[src/rtl/barrel_pkg.sv]
package barrel_pkg;

    typedef enum logic [1:0] {
        SHT_LSL = 2'b00,
        SHT_LSR = 2'b01,
        SHT_ASR = 2'b10,
        SHT_ROR = 2'b11
    } shift_kind_e;

endpackage

[src/rtl/bsh_operand_sel.sv]
module bsh_operand_sel #(
    parameter int DATA_W = 32,
    parameter int AMT_W  = 6
) (
    input  logic [DATA_W-1:0] reg_data,
    input  logic [DATA_W-1:0] imm_data,
    input  logic              data_sel,
    input  logic [AMT_W-1:0]  amt_imm,
    input  logic [AMT_W-1:0]  amt_reg,
    input  logic              amt_sel,
    output logic [DATA_W-1:0] op_data,
    output logic [AMT_W-1:0]  op_amt
);

    always_comb begin
        op_data = data_sel ? imm_data : reg_data;
        op_amt  = amt_sel  ? amt_reg  : amt_imm;
    end

endmodule

[src/rtl/bsh_stage.sv]
module bsh_stage #(
    parameter int DATA_W = 32,
    parameter int DIST   = 1
) (
    input  logic [DATA_W-1:0] in_val,
    input  logic              in_c,
    input  logic              en,
    input  logic              rotate,
    input  logic              fill,
    output logic [DATA_W-1:0] out_val,
    output logic              out_c
);

    logic [DIST-1:0] upper;

    always_comb begin
        upper = rotate ? in_val[DIST-1:0] : {DIST{fill}};
        if (en) begin
            out_val = {upper, in_val[DATA_W-1:DIST]};
            out_c   = in_val[DIST-1];
        end else begin
            out_val = in_val;
            out_c   = in_c;
        end
    end

endmodule

[src/rtl/bsh_range_fix.sv]
module bsh_range_fix
    import barrel_pkg::*;
#(
    parameter int DATA_W = 32,
    parameter int AMT_W  = 6
) (
    input  shift_kind_e       kind,
    input  logic [DATA_W-1:0] op_data,
    input  logic [AMT_W-1:0]  op_amt,
    input  logic              carry_in,
    input  logic [DATA_W-1:0] core_val,
    input  logic              core_c,
    output logic [DATA_W-1:0] result,
    output logic              carry_out
);

    localparam logic [AMT_W-1:0] FULL_AMT = AMT_W'(DATA_W);

    logic beyond;
    logic exact;
    logic zero_amt;

    always_comb begin
        beyond   = (op_amt >= FULL_AMT);
        exact    = (op_amt == FULL_AMT);
        zero_amt = (op_amt == '0);
        result    = core_val;
        carry_out = core_c;
        unique case (kind)
            SHT_ROR: begin
                result    = core_val;
                carry_out = zero_amt ? carry_in : core_val[DATA_W-1];
            end
            SHT_ASR: begin
                if (beyond) begin
                    result    = {DATA_W{op_data[DATA_W-1]}};
                    carry_out = op_data[DATA_W-1];
                end
            end
            SHT_LSL: begin
                if (beyond) begin
                    result    = '0;
                    carry_out = exact & op_data[0];
                end
            end
            SHT_LSR: begin
                if (beyond) begin
                    result    = '0;
                    carry_out = exact & op_data[DATA_W-1];
                end
            end
            default: begin
                result    = core_val;
                carry_out = core_c;
            end
        endcase
    end

endmodule

[src/rtl/barrel_rotate_shifter.sv]
module barrel_rotate_shifter
    import barrel_pkg::*;
#(
    parameter int DATA_W = 32,
    parameter int AMT_W  = 6
) (
    input  logic [DATA_W-1:0] reg_data,
    input  logic [DATA_W-1:0] imm_data,
    input  logic              data_sel,
    input  logic [AMT_W-1:0]  amt_imm,
    input  logic [AMT_W-1:0]  amt_reg,
    input  logic              amt_sel,
    input  logic [1:0]        shift_type,
    input  logic              carry_in,
    output logic [DATA_W-1:0] result,
    output logic              carry_out
);

    localparam int STAGES = $clog2(DATA_W);

    shift_kind_e       kind;
    logic [DATA_W-1:0] sel_data;
    logic [AMT_W-1:0]  sel_amt;
    logic [DATA_W-1:0] core_in;
    logic [DATA_W-1:0] core_out;
    logic [DATA_W-1:0] core_val;
    logic              is_left;
    logic              is_rot;
    logic              fill_bit;

    logic [DATA_W-1:0] chain_val [STAGES+1];
    logic              chain_c   [STAGES+1];

    assign kind = shift_kind_e'(shift_type);

    bsh_operand_sel #(
        .DATA_W (DATA_W),
        .AMT_W  (AMT_W)
    ) u_sel (
        .reg_data (reg_data),
        .imm_data (imm_data),
        .data_sel (data_sel),
        .amt_imm  (amt_imm),
        .amt_reg  (amt_reg),
        .amt_sel  (amt_sel),
        .op_data  (sel_data),
        .op_amt   (sel_amt)
    );

    // Left shifts run through the right-moving cascade on a mirrored word.
    always_comb begin
        is_left  = (kind == SHT_LSL);
        is_rot   = (kind == SHT_ROR);
        fill_bit = (kind == SHT_ASR) & sel_data[DATA_W-1];
        for (int i = 0; i < DATA_W; i++) begin
            core_in[i] = is_left ? sel_data[DATA_W-1-i] : sel_data[i];
        end
    end

    assign chain_val[0] = core_in;
    assign chain_c[0]   = carry_in;

    for (genvar s = 0; s < STAGES; s++) begin : g_stage
        bsh_stage #(
            .DATA_W (DATA_W),
            .DIST   (1 << s)
        ) u_stage (
            .in_val  (chain_val[s]),
            .in_c    (chain_c[s]),
            .en      (sel_amt[s]),
            .rotate  (is_rot),
            .fill    (fill_bit),
            .out_val (chain_val[s+1]),
            .out_c   (chain_c[s+1])
        );
    end

    assign core_out = chain_val[STAGES];

    always_comb begin
        for (int i = 0; i < DATA_W; i++) begin
            core_val[i] = is_left ? core_out[DATA_W-1-i] : core_out[i];
        end
    end

    bsh_range_fix #(
        .DATA_W (DATA_W),
        .AMT_W  (AMT_W)
    ) u_fix (
        .kind      (kind),
        .op_data   (sel_data),
        .op_amt    (sel_amt),
        .carry_in  (carry_in),
        .core_val  (core_val),
        .core_c    (chain_c[STAGES]),
        .result    (result),
        .carry_out (carry_out)
    );

endmodule

[config.mk]
export PLATFORM = sky130hd
export DESIGN_NAME = barrel_rotate_shifter
export DESIGN_NICKNAME = d
export VERILOG_FILES = /design/src/rtl/barrel_pkg.sv /design/src/rtl/bsh_operand_sel.sv /design/src/rtl/bsh_stage.sv /design/src/rtl/bsh_range_fix.sv /design/src/rtl/barrel_rotate_shifter.sv
export SDC_FILE = /design/constraint.sdc
export NUM_CORES = 1
export LEC_CHECK = 0
export BUFFER_PORTS_ARGS = -buffer_cell sky130_fd_sc_hd__buf_4
export CAP_MARGIN = 20
export CELL_PAD_IN_SITES_DETAIL_PLACEMENT = 0
export CELL_PAD_IN_SITES_GLOBAL_PLACEMENT = 1
export CORE_UTILIZATION = 48
export DETAILED_ROUTE_END_ITERATION = 12
export PLACE_DENSITY_LB_ADDON = 0.1
export SYNTH_ARGS = -nofsm -noshare
export SYNTH_HDL_FRONTEND = slang
export SYNTH_HIERARCHICAL = 1
export SYNTH_SLANG_ARGS = --single-unit
[constraint.sdc]
create_clock -name vclk -period 5.6
set_input_delay 0.28 -clock vclk [all_inputs]
set_output_delay 0.28 -clock vclk [all_outputs]
set_load 0.05 [all_outputs]
==> metrics.md <==
| Metric | Value |
|---|---|
| Initial DRC Count | 83 |
| Net Count, Synth | 540 |
| Hold path start | carry_in |
| Busiest grt layer | met2 |
| Largest family of logic cells by synthesized area | multiplexers |
| Unique cell type count in the Yosys netlist | 30 |
| GRT overflow | 0 |
| Die area | 0.0106 sq mm |
| Crit path DAT | 3540 ps |
| FP Rows | 36 |
| Layout cells sized above 1 | 0.698 |
| Worst rel slew slack | 0.302 |
| Worst setup EP type | output pin |
| DR vias | 3,410 |
| Sequential Area | 0 sq um |
| Core area | 0.00982 sq mm |
| Num sequential | 0 |
| DR pass1 iterations | 5 |
| Slew Viols, Final | 0 |
| Mapped Cells | 459 |
| Dpl hpwl | 7800 um |
| Die X | 103 um |
| CTS Hold Bufs | 0 |
| Post-route ant nets | 0 |
| Crit Path Category | primary input to output pin |
| Antenna cells | 0 |
| Synthesized area | 0.00489 sq mm |
| Final Hold Viols | 0 |
| Port bufs | 114 |
| Outcome | finished clean |
| Routed WL | 9200 um |
| Wirelength per Cell | 13.9 um |
| Final setup viols | 0 |
| Pin count of the biggest net entering global routing | 51 |
| Hold Crit Class | primary input to output pin |
| Xor/xnor share of the synthesized area | 0 |
| Final #Nets | 612 |
| Mean Syn Cell Area | 10.7 sq um |
| Layout area overhead | 9.21% |
| CP Data Required Time | 5320 ps |
| GP Congestion | 0.821 |
| CTS resizes | 0 |
| Critical Path Start Type | primary input |
| DRC Markers | 0 |
| Met1 global-route usage | 0.228 |
| Die height | 103 um |
| Tot GR Track Use | 0.165 |
| Vias in the first global route | 2,957 |
| Clock buffer cells | 0 |
| Post-synthesis adder-cell area fraction | 0 |
| Hold Path End | carry_out |
| Initial antenna violation count | 0 |
| Vias per cell | 5.15 |
| Post-route setup TNS | 0 ps |
| Postcts setup bufs | 0 |
| Synth warn | 6 |
| Post-layout min period | 3820 ps |
| Starting Density | 0.498 |
| Met2 Track Usage GR | 0.299 |
| Fmax achieved | 0.262 GHz |
| Worst hold stages | 4 |
| Worst-Margin Slew | 1050 ps |
| Fin crit share | 0.681 |
| RSZ-0062 raised after global routing | no |
| Final core utilization | 0.544 |
| Complex-gate fraction of the synthesized area | 0.0599 |
| GR Util met3 | 0.00136 |
| Mux cell area share after synthesis | 0.704 |
| Leakage | 2.74 nW |
| Max-Cap Viols | 0 |
| First-pass GRT wire length | 14,600 um |
| Sequential area share after synthesis | 0 |
| Post-synthesis simple-gate area fraction | 0.116 |
| IR drop worst, VDD | 0.0000949 V |
| Total power divided by cell area | 195 mW/mm^2 |
| Crit-path max FO | 35 |
| I/O pins | 114 |
[cells in the mapped netlist]
master     number  share of area
o2111ai_1       1         0.0018
clkbuf_2        1         0.0010
nor2_8          1         0.0041
a21oi_1         8         0.0082
mux2_4        190           0.58
and3b_2         1         0.0020
and2_2          1         0.0015
o21ai_1         1         0.0010
nand2b_4        2         0.0056
buf_1           2         0.0015
a31oi_1        14          0.018
nand3_1         2         0.0020
buf_2           8         0.0082
a31oi_4         1         0.0043
inv_1           1        0.00077
or4_4           1         0.0023
nand4b_1        1         0.0018
nand2b_1        1         0.0013
a31oi_2         9          0.023
buf_12         19          0.078
mux2_2         46           0.11
mux2i_1         7          0.014
o32ai_1         1         0.0018
nand2_1        90          0.069
nor2_1         32          0.025
nor2_2          1         0.0013
a22o_1          1         0.0018
buf_6          12          0.028
buf_4           1         0.0015
clkbuf_1        3         0.0023
[layout by cell type (no fill, tap or decap), drive strengths merged]
cell / n
nand3: 2
nand2b: 3
a22o: 1
a21oi: 8
buf: 116
or4: 1
o32ai: 1
mux2: 236
a31oi: 24
nand2: 90
o2111ai: 1
and2: 1
and3b: 1
mux2i: 7
inv: 1
nor2: 34
o21ai: 1
nand4b: 1
[cell families (layout without fill, tap and decap cells)]
logic type             count (synthesis)  after routing
AOI/OAI and AO/OA                     36             36
buffers and inverters                 47            117
muxes                                243            243
and+or+nand+nor                      133            133
[metrics by stage]
step	setup slack (ps)	power [W]	hold WS (ps)	instances	cell area, sq um
floorplan	2180	0.000878	1000	459	4890
global placement	1780	0.00104	1050	662	5340
detailed placement	1790	0.00105	1030	662	5340
CTS	1770	0.00105	1040	662	5340
global route	1480	0.00112	1090	662	5340
finish	1780	0.00104	1050	662	5340
[final cells by class]
cell class / instances / area, sq um
fillers: 915 / 4480
multi-input cells: 412 / 4300
well taps: 133 / 166
repair buffers: 116 / 871
inverters: 1 / 3.75
[worst max-delay path, cell delays in order]
cell,delay [ps]
buf_4,140
mux2_2,890
mux2_2,430
mux2i_1,130
a21oi_1,150
mux2_4,360
mux2_4,270
mux2_2,280
mux2_4,260
nand2_1,60
nand2_1,80
buf_4,200
[where the power goes]
part,total (W),switching [W],internal [W]
registers,0,0,0
logic,0.00104,0.000503,0.000541
clock network,0,0,0
total,0.00104,0.000503,0.000541
[metal layers]
| layer | share of wire | vias to the layer above |
|---|---|---|
| li1 | - | 1788 |
| met1 | 0.49 | 1518 |
| met2 | 0.46 | 100 |
| met3 | 0.033 | 4 |
| met4 | 0.0087 | 0 |
| met5 | 0 | - |
[how the worst max path moves through the flow]
stage,start,endpoint,slack [ps]
2_1_floorplan,data_sel,carry_out,2180
3_3_place_gp,data_sel,carry_out,1780
3_5_place_dp,amt_sel,result[2],1790
4_1_cts,data_sel,carry_out,1770
5_1_grt,data_sel,carry_out,1480
6_report,amt_sel,result[2],1780
(Power assumes the default switching activity.)
